`src/rtl/sram_ctrl_pkg.sv`:
```
package sram_ctrl_pkg;

  typedef enum logic [2:0] {
    ST_IDLE = 3'd0,
    ST_TURN = 3'd1,
    ST_WSET = 3'd2,
    ST_WSTB = 3'd3,
    ST_WREC = 3'd4,
    ST_RACC = 3'd5
  } ctrl_state_e;

  function automatic int ns2cyc(input int ns, input int clk_ns);
    return (ns + clk_ns - 1) / clk_ns;
  endfunction

  function automatic int imax(input int a, input int b);
    return (a > b) ? a : b;
  endfunction

  function automatic int at_least_one(input int v);
    return (v < 1) ? 1 : v;
  endfunction

endpackage

```
`src/rtl/sram_phase_timer.sv`:
```
module sram_phase_timer #(
  parameter int CNT_W = 8
) (
  input  logic             clk,
  input  logic             rst_n,
  input  logic             load_i,
  input  logic [CNT_W-1:0] val_i,
  output logic             done_o
);

  logic [CNT_W-1:0] cnt_q;
  logic [CNT_W-1:0] cnt_d;
  logic             cnt_en;

  assign cnt_en = load_i | (cnt_q != '0);

  always_comb begin
    cnt_d = cnt_q;
    if (load_i) cnt_d = val_i;
    else if (cnt_q != '0) cnt_d = cnt_q - 1'b1;
  end

  always_ff @(posedge clk or negedge rst_n) begin
    if (!rst_n) cnt_q <= '0;
    else if (cnt_en) cnt_q <= cnt_d;
  end

  assign done_o = (cnt_q == '0);

endmodule

```
`src/rtl/sram_ctrl_fsm.sv`:
```
module sram_ctrl_fsm
  import sram_ctrl_pkg::*;
#(
  parameter int CNT_W   = 8,
  parameter int SET_CYC = 1,
  parameter int WP_CYC  = 4,
  parameter int REC_CYC = 1,
  parameter int RD_CYC  = 6,
  parameter int TA_CYC  = 2
) (
  input  logic             clk,
  input  logic             rst_n,
  input  logic             acc_i,
  input  logic             acc_wr_i,
  input  logic             tmr_done_i,
  output logic             tmr_load_o,
  output logic [CNT_W-1:0] tmr_val_o,
  output logic             ready_o,
  output logic             lane_on_o,
  output logic             capture_o,
  output logic             cs_n_o,
  output logic             we_n_o,
  output logic             oe_n_o,
  output logic             drive_o
);

  ctrl_state_e state_q, state_d;
  logic        rd_last_q, rd_last_d;
  logic        ready_q, cs_n_q, we_n_q, oe_n_q, drive_q;

  // next state
  always_comb begin
    state_d = state_q;
    unique case (state_q)
      ST_IDLE: if (acc_i) state_d = !acc_wr_i ? ST_RACC : (rd_last_q ? ST_TURN : ST_WSET);
      ST_TURN: if (tmr_done_i) state_d = ST_WSET;
      ST_WSET: if (tmr_done_i) state_d = ST_WSTB;
      ST_WSTB: if (tmr_done_i) state_d = ST_WREC;
      ST_WREC: if (tmr_done_i) state_d = ST_IDLE;
      ST_RACC: if (tmr_done_i) state_d = ST_IDLE;
      default: state_d = ST_IDLE;
    endcase
  end

  assign capture_o  = (state_q == ST_RACC) && tmr_done_i;
  assign tmr_load_o = (state_d != state_q);
  assign lane_on_o  = (state_d == ST_WSET) || (state_d == ST_WSTB) || (state_d == ST_RACC);

  always_comb begin
    rd_last_d = rd_last_q;
    if (capture_o) rd_last_d = 1'b1;
    else if (state_d == ST_WSET) rd_last_d = 1'b0;
  end

  always_comb begin
    unique case (state_d)
      ST_TURN: tmr_val_o = CNT_W'(TA_CYC - 1);
      ST_WSET: tmr_val_o = CNT_W'(SET_CYC - 1);
      ST_WSTB: tmr_val_o = CNT_W'(WP_CYC - 1);
      ST_WREC: tmr_val_o = CNT_W'(REC_CYC - 1);
      ST_RACC: tmr_val_o = CNT_W'(RD_CYC - 1);
      default: tmr_val_o = '0;
    endcase
  end

  // registers: strobes come straight from flops
  always_ff @(posedge clk or negedge rst_n) begin
    if (!rst_n) begin
      state_q   <= ST_IDLE;
      rd_last_q <= 1'b0;
      ready_q   <= 1'b0;
      cs_n_q    <= 1'b1;
      we_n_q    <= 1'b1;
      oe_n_q    <= 1'b1;
      drive_q   <= 1'b0;
    end else begin
      state_q   <= state_d;
      rd_last_q <= rd_last_d;
      ready_q   <= (state_d == ST_IDLE);
      cs_n_q    <= !((state_d == ST_WSET) || (state_d == ST_WSTB) || (state_d == ST_RACC));
      we_n_q    <= !(state_d == ST_WSTB);
      oe_n_q    <= !(state_d == ST_RACC);
      drive_q   <= (state_d == ST_WSET) || (state_d == ST_WSTB);
    end
  end

  assign ready_o = ready_q;
  assign cs_n_o  = cs_n_q;
  assign we_n_o  = we_n_q;
  assign oe_n_o  = oe_n_q;
  assign drive_o = drive_q;

endmodule

```
`src/rtl/sram_lane_io.sv`:
```
module sram_lane_io #(
  parameter int LANE_N = 2,
  localparam int DATA_W = 8 * LANE_N
) (
  input  logic              clk,
  input  logic              rst_n,
  input  logic              lane_on_i,
  input  logic [LANE_N-1:0] be_next_i,
  input  logic [LANE_N-1:0] be_cur_i,
  input  logic              capture_i,
  input  logic [DATA_W-1:0] dq_in_i,
  output logic [LANE_N-1:0] be_n_o,
  output logic [DATA_W-1:0] rdata_o,
  output logic              rvalid_o
);

  logic [LANE_N-1:0] be_n_d, be_n_q;
  logic [DATA_W-1:0] rdata_d, rdata_q;
  logic              rvalid_q;

  for (genvar l = 0; l < LANE_N; l++) begin : g_lane
    assign be_n_d[l]        = !(lane_on_i && be_next_i[l]);
    assign rdata_d[8*l +: 8] = be_cur_i[l] ? dq_in_i[8*l +: 8] : 8'h00;
  end

  always_ff @(posedge clk or negedge rst_n) begin
    if (!rst_n) begin
      be_n_q   <= '1;
      rvalid_q <= 1'b0;
    end else begin
      be_n_q   <= be_n_d;
      rvalid_q <= capture_i;
    end
  end

  always_ff @(posedge clk or negedge rst_n) begin
    if (!rst_n) rdata_q <= '0;
    else if (capture_i) rdata_q <= rdata_d;
  end

  assign be_n_o   = be_n_q;
  assign rdata_o  = rdata_q;
  assign rvalid_o = rvalid_q;

endmodule

```
`src/rtl/sram_async_ctrl.sv`:
```
module sram_async_ctrl
  import sram_ctrl_pkg::*;
#(
  parameter int ADDR_W  = 18,
  parameter int LANE_N  = 2,
  parameter int CLK_NS  = 10,
  parameter int T_WC_NS = 55,
  parameter int T_WP_NS = 35,
  parameter int T_AW_NS = 40,
  parameter int T_DW_NS = 25,
  parameter int T_RC_NS = 55,
  parameter int T_AA_NS = 55,
  parameter int T_HZ_NS = 20,
  parameter int CNT_W   = 8
) (
  input  logic                  clk,
  input  logic                  rst_n,
  input  logic                  req_valid,
  output logic                  req_ready,
  input  logic                  req_write,
  input  logic [ADDR_W-1:0]     req_addr,
  input  logic [8*LANE_N-1:0]   req_wdata,
  input  logic [LANE_N-1:0]     req_be,
  output logic                  rsp_valid,
  output logic [8*LANE_N-1:0]   rsp_rdata,
  output logic [ADDR_W-1:0]     mem_addr,
  output logic                  mem_cs_n,
  output logic                  mem_we_n,
  output logic                  mem_oe_n,
  output logic [LANE_N-1:0]     mem_be_n,
  output logic [8*LANE_N-1:0]   mem_dq_out,
  output logic                  mem_dq_drive,
  input  logic [8*LANE_N-1:0]   mem_dq_in
);

  localparam int DATA_W  = 8 * LANE_N;
  localparam int WP_CYC  = at_least_one(ns2cyc(T_WP_NS, CLK_NS));
  localparam int SET_CYC = at_least_one(imax(ns2cyc(T_AW_NS, CLK_NS),
                                             ns2cyc(T_DW_NS, CLK_NS)) - WP_CYC);
  localparam int REC_CYC = at_least_one(ns2cyc(T_WC_NS, CLK_NS) - SET_CYC - WP_CYC);
  localparam int RD_CYC  = at_least_one(imax(ns2cyc(T_RC_NS, CLK_NS),
                                             ns2cyc(T_AA_NS, CLK_NS)));
  localparam int TA_CYC  = at_least_one(ns2cyc(T_HZ_NS, CLK_NS));

  // reset: asserted asynchronously, released on the clock
  logic [1:0] rst_pipe;
  logic       rst_n_s;
  always_ff @(posedge clk or negedge rst_n) begin
    if (!rst_n) rst_pipe <= '0;
    else        rst_pipe <= {rst_pipe[0], 1'b1};
  end
  assign rst_n_s = rst_pipe[1];

  logic              acc;
  logic              tmr_load, tmr_done, lane_on, capture;
  logic [CNT_W-1:0]  tmr_val;
  logic [ADDR_W-1:0] addr_q;
  logic [DATA_W-1:0] wdata_q;
  logic [LANE_N-1:0] be_q, be_next;

  assign acc     = req_valid && req_ready;
  assign be_next = acc ? req_be : be_q;

  // request hold registers, enabled on acceptance
  always_ff @(posedge clk or negedge rst_n_s) begin
    if (!rst_n_s) begin
      addr_q  <= '0;
      wdata_q <= '0;
      be_q    <= '0;
    end else if (acc) begin
      addr_q  <= req_addr;
      wdata_q <= req_wdata;
      be_q    <= req_be;
    end
  end

  sram_ctrl_fsm #(
    .CNT_W  (CNT_W),
    .SET_CYC(SET_CYC),
    .WP_CYC (WP_CYC),
    .REC_CYC(REC_CYC),
    .RD_CYC (RD_CYC),
    .TA_CYC (TA_CYC)
  ) u_fsm (
    .clk       (clk),
    .rst_n     (rst_n_s),
    .acc_i     (acc),
    .acc_wr_i  (req_write),
    .tmr_done_i(tmr_done),
    .tmr_load_o(tmr_load),
    .tmr_val_o (tmr_val),
    .ready_o   (req_ready),
    .lane_on_o (lane_on),
    .capture_o (capture),
    .cs_n_o    (mem_cs_n),
    .we_n_o    (mem_we_n),
    .oe_n_o    (mem_oe_n),
    .drive_o   (mem_dq_drive)
  );

  sram_phase_timer #(.CNT_W(CNT_W)) u_tmr (
    .clk   (clk),
    .rst_n (rst_n_s),
    .load_i(tmr_load),
    .val_i (tmr_val),
    .done_o(tmr_done)
  );

  sram_lane_io #(.LANE_N(LANE_N)) u_lanes (
    .clk      (clk),
    .rst_n    (rst_n_s),
    .lane_on_i(lane_on),
    .be_next_i(be_next),
    .be_cur_i (be_q),
    .capture_i(capture),
    .dq_in_i  (mem_dq_in),
    .be_n_o   (mem_be_n),
    .rdata_o  (rsp_rdata),
    .rvalid_o (rsp_valid)
  );

  assign mem_addr   = addr_q;
  assign mem_dq_out = wdata_q;

endmodule

```
`config.mk`:
```
export PLATFORM = sky130hd
export DESIGN_NAME = sram_async_ctrl
export DESIGN_NICKNAME = d
export VERILOG_FILES = /design/src/rtl/sram_ctrl_pkg.sv /design/src/rtl/sram_phase_timer.sv /design/src/rtl/sram_ctrl_fsm.sv /design/src/rtl/sram_lane_io.sv /design/src/rtl/sram_async_ctrl.sv
export SDC_FILE = /design/constraint.sdc
export NUM_CORES = 1
export LEC_CHECK = 0
export CORE_UTILIZATION = 41
export DETAILED_ROUTE_END_ITERATION = 12
export PLACE_DENSITY = 0.82
export SKIP_LAST_GASP = 1
export SLEW_MARGIN = 40
export SYNTH_ARGS = -nofsm -noshare
export SYNTH_HDL_FRONTEND = slang
export SYNTH_HIERARCHICAL = 1
export SYNTH_SLANG_ARGS = --single-unit
```
`constraint.sdc`:
```
create_clock -name clk -period 2 [get_ports clk]
set_input_delay 0.4 -clock clk [delete_from_list [all_inputs] [get_ports clk]]
set_output_delay 0.4 -clock clk [all_outputs]
set_load 0.1 [all_outputs]
```
# Word-level counts from Yosys, hierarchy flattened
# Index checks and enable logic that the tools add are counted.
op_classes:
  n_addsub: 1
  n_eq_ne: 10
  n_reduce_logical: 19
  n_mux: 16
  bitwise: 1
op_table:
  columns: ["cell", "n"]
  rows:
  - ["two-way mux 8 bit", 4]
  - ["two-way mux 3 bit", 6]
  - ["one-hot mux 3 bit (5 select lines)", 1]
  - ["equality test 3 x 2 -> 1 bit (second input constant)", 4]
  - ["equality test 3 bit (second input constant)", 3]
  - ["one-hot mux 3 bit (3 select lines)", 1]
  - ["logical NOT 8 bit", 1]
  - ["nonzero test 8 bit", 1]
  - ["subtractor 8 x 1 -> 8 bit (second input constant)", 1]
  - ["equality test 3 x 1 -> 1 bit (second input constant)", 2]
  - ["logical NOT 3 bit", 2]
  - ["logical NOT 1 bit", 5]
  - ["logical AND 1 bit", 4]
  - ["two-way mux 2 bit", 2]
  - ["nonzero test 2 bit", 2]
  - ["!= test 3 bit", 1]
  - ["logical OR 1 bit", 2]
  - ["two-way mux 1 bit", 2]
  - ["AND reduction 2 bit", 1]
  - ["OR reduction 2 bit", 1]
  - ["OR 1 bit", 1]
totals:
  inputBits: 56
  output_inout_bits: 58
  regBits: 74
  wordCells: 62

# Depth between registers and ports, before layout
logic_depth:
  word_depth: 9
  ltp_mapped: 13
  mapped_depth_nobuf: 11

# Hierarchy
# Netlist, hierarchy kept.
by_module_without_submodules:
  columns: ["module", "cells_per_inst", "instances", "area_each_um2", "seq_area_each_um2"]
  rows:
  - ["sram_async_ctrl", 80, 1, 1517.7, 950.9]
  - ["sram_lane_io", 74, 1, 733.2, 478.0]
  - ["sram_ctrl_fsm", 59, 1, 606.8, 229.0]
  - ["sram_phase_timer", 59, 1, 539.3, 200.2]

# Worst setup path after synthesis
# No wires, ideal clock.
synth_path:
  path_kind: "flip-flop to flip-flop"
  start: "register u_tmr.cnt_q[0]"
  end: "register u_tmr.cnt_q[0]"
  path_buffers: 3
  t_arrival_ns: 2.752
  path_slack_ns: -0.886
  period_less_slack_ns: 2.886
  required_time_ns: 1.865
  setup_ns: 0.135
  path_stages_with_launch: 13
  path_cell_list: "dfrtp_1 > inv_1 > ha_1 > or3b_2 > nor2_4 > buf_4 > inv_1 > a221oi_4 > mux2i_1 > o21ai_1 > clkbuf_1 > clkbuf_1 > o31ai_1"
synth_via:
  elab_chain_len: 6
  word_cells_on_any_way: 18
  cone_classes: "add/sub (1); eq/ne (4); mux (8); bitwise (1); reduce/logical (4)"
synth_lines:
  columns: ["item", "line_no", "source"]
  rows:
  - ["start, declared", "sram_phase_timer.sv:11", "logic [CNT_W-1:0] cnt_q;"]
  - ["start signal, assigned", "sram_phase_timer.sv:25", "else if (cnt_en) cnt_q <= cnt_d;"]
  - ["logical NOT 8 bit (*)", "sram_phase_timer.sv:28", "assign done_o = (cnt_q == '0);"]
  - ["net tmr_done", "sram_async_ctrl.sv:55", "logic tmr_load, tmr_done, lane_on, capture;"]
  - ["two-way mux 3 bit (on tied branches)", null, null]
  - ["one-hot mux 3 bit (5 select lines) (*)", "sram_ctrl_fsm.sv:34", "unique case (state_q)"]
  - ["!= test 3 bit (*)", "sram_ctrl_fsm.sv:46", "assign tmr_load_o = (state_d != state_q);"]
  - ["net tmr_load", "sram_async_ctrl.sv:55", null]
  - ["nonzero test 2 bit (no line) or OR 1 bit (tied branches)", null, null]
  - ["AND reduction 2 bit (no line)", null, null]
# Mark *: on every way through the listed nets, which the timed path passes. The rest lies on a longest branch. The select of a mux whose other input is x is not followed.
# A chain may end at the register's enable or synchronous reset.

# Worst setup path in the final report
layout_path:
  start: "register u_tmr.cnt_q[0]"
  end: "register u_tmr.cnt_q[2]"
# Same word-level chain as after synthesis.

==> reports/results.txt <==
# diodes: 0
Crit end category: flop
Final Util: 69.86%
Hold slack final: 0.2017 ns
Fin crit share: 124.5%
Cells on worst reg2reg path: 11
Layout cell share with drive strength beyond 1: 52.73%
Vias in the first global route: 2,955
Area fraction in compound gates after synthesis: 9.061%
Avg Vias per Cell: 5.100
Routed WL: 9318 um
Post-synth cell types: 53
Post-DP HPWL: 5697 um
CTS tree: done
Routed WL per cell: 17.19 um
Unrepaired setup endpoints after global routing: yes
Tmin final: 2.490 ns
Placed inst area: 0.004777 mm^2
Mapped Area: 0.003397 mm^2
Slew HR: 56.39%
Xor and xnor area share after synthesis: 0.7735%
Via count: 2,764
CP Class: flop to flop
Reg clk slew, reported paths: 0.08 ns
CP required: 2.22 ns
Die H: 93.03 um
Slowest cell on the critical path: dfrtp_1
Syn Area/Cell: 12.49 um^2
Post-synthesis adder-cell area fraction: 0.3683%
Multiplexer area fraction after synthesis: 15.43%
Core box area: 0.007888 mm^2
Area Overhead vs Synth: 62.21%
Setup crit start kind: flop
Setup violations, final: 33
Worst path max stage delay: 0.39 ns
Initial Util: 43.07%
Largest cells by area after synthesis: dfrtp_1 (51%), mux2_4 (13%), dfstp_2 (3.9%), inv_1 (2.9%), o21ai_0 (2.5%)
Post-synthesis simple-gate area fraction: 12.12%
Final Hold Viols: 0
Most frequent cells in the layout: buf_4 (93), dfrtp_1 (66), clkdlybuf4s50_1 (55)
DRC marker count from the first detailed-route iteration: 176
Register area share after synthesis: 54.70%
Maximum clock path buffer count: 2
Htree depth: 3
Worst Setup Slack, final: -0.4905 ns
Max-Cap Viols: 0
Die area: 0.008654 mm^2
# DRC: 0
Total gr overflow: 0
Worst-margin pin slew: 0.6542 ns
#FFs+latches synth: 74
Most used DFF post-synth: dfrtp_1
Layout Cell Area excl Fill: 0.005510 mm^2
Synthesized instance count: 272
Cell chain of the critical path: inv_2 -> ha_4 -> or3b_4 -> nor2_4 -> inv_4 -> a221oi_4 -> mux2i_2 -> o21ai_4 -> buf_4 -> a21oi_2 -> a21oi_1
Post-route ant nets: 0
Upper clock frequency limit: 401.5 MHz
Data arrival, critical path: 2.71 ns
Drt pass-1 iters: 4
IO Port Bufs: 113
CTS Root Cell: clkbuf_8
Setup tns final: -6.619 ns
Clock Skews: 0.007403 ns
Clock buffer count from CTS: 9
Max Slew Vio Count: 0
FP Rows: 32
Cts hold-fix bufs: 0
Largest net degree at the start of global routing: 38
First-pass GRT wire length: 14,680 um
Final nets: 492
Worst-path fanout max: 7
Initial antenna violation count: 0
Asr flop ratio synth: 100.0%
Main combinational cell family by area after synthesis: multiplexers
Most common cell after layout, fill and taps aside: buf_4
Yosys warnings: 6
Violated checks: negative setup slack
I/O Pins: 114
Synth top area share: 50.83%
Outcome: finished with violations
Min-Delay Path Class: input port to asynchronous set/reset pin
Chip Width: 93.03 um
Placer's final routability congestion estimate: 0.8566
Synth area leader: dfrtp_1
Clk Latency, worst-skew pair: 0.35 ns
CTS sink count: 74
GRT Total Usage: 22.19%
Post-synth EDFFs: 0
[synthesized netlist by cell type, types with 2 or more instances]
master    count
dfrtp_1      69
mux2_4       29
inv_1        26
o21ai_0      17
nand3_1      16
nand2_1      11
buf_4         9
a21oi_1       7
mux2_2        7
nor2_1        7
nor3_1        7
dfstp_2       5
buf_6         4
clkbuf_1      4
o31ai_1       4
nor3_2        3
xnor2_1       3
a21o_1        2
buf_2         2
conb_1        2
inv_2         2
nand4_1       2
nor3b_1       2
o21ai_1       2
o311ai_0      2
[final cells by class]
type | instances | area (um^2)
fill | 503 | 2377
sequential | 74 | 1862
timing repair buffer | 167 | 1602
multi-input combinational | 154 | 1555
clock buffer | 10 | 137.6
tap | 102 | 127.6
inverter | 29 | 113.9
clock inverter | 6 | 112.6
[final timing paths]
check | endpoint | slack, ns | from
max reg2reg | u_tmr/cnt_q[2] | -0.49 | u_tmr/cnt_q[0]
min reg2reg | u_lanes/rdata_o[13] | 0.30 | rst_pipe[1]
min | rst_pipe[0] | 0.20 | rst_n
max in group asynchronous | mem_dq_out[0] | 1.07 | rst_pipe[1]
max | u_tmr/cnt_q[2] | -0.49 | u_tmr/cnt_q[0]
min in group clk | rst_pipe[1] | 0.36 | rst_pipe[0]
[through the flow]
stage | setup slack (ns) | std cells
detailed placement | -0.5293 | 508
floorplan | -0.5432 | 276
global placement | -0.4324 | 508
finish | -0.4905 | 542
global route | -0.6292 | 542
CTS | -0.4614 | 542
[critical path, delay by kind of cell, from the launching register on]
kind,cells,cell delay (ns)
adder cells (fa/ha/maj),1,0.13
buffers and inverters,3,0.32
multiplexers,1,0.30
AND/OR/NAND/NOR,2,0.56
flip-flops,1,0.39
AO/OA/AOI/OAI,4,0.67
[timing repair]
item	in CTS	in global routing
buffers inserted	13	4
pin swaps	10	6
gates resized for setup	56	23
endpoints found under the setup margin	32	35
gates cloned	5	0
[cell families after synthesis]
logic type                 count (synthesis)
AOI/OAI and AO/OA                         43
xor gates and xnor gates                   3
adders and majority gates                  1
buffers and inverters                     48
DFF                                       74
muxes                                     37
other                                      2
and+or+nand+nor                           64
[metal layers]
layer  GRT usage [%]  vias to the layer above  part of all wire (%)
met5               0                        -                     0
met4           11.03                        0                   3.1
met3           6.585                       25                   7.2
met2           36.89                      123                    50
met1           26.11                     1364                    40
li1                -                     1252                     -
[flip-flops by register name (all words and copies together), names as in the netlist]
register / count
mem_dq_out: 16
u_tmr/cnt_q: 8
u_fsm/ready_o: 1
u_fsm/drive_o: 1
u_lanes/be_n_o: 2
u_fsm/oe_n_o: 1
be_q: 2
u_lanes/rvalid_o: 1
u_fsm/rd_last_q: 1
u_fsm/cs_n_o: 1
u_fsm/state_q: 3
u_fsm/we_n_o: 1
u_lanes/rdata_o: 16
rst_pipe: 2
mem_addr: 18
Power is left out: the tool's default activity adds up to more than one toggle a clock period on the data nets, which glitch-free logic cannot reach.
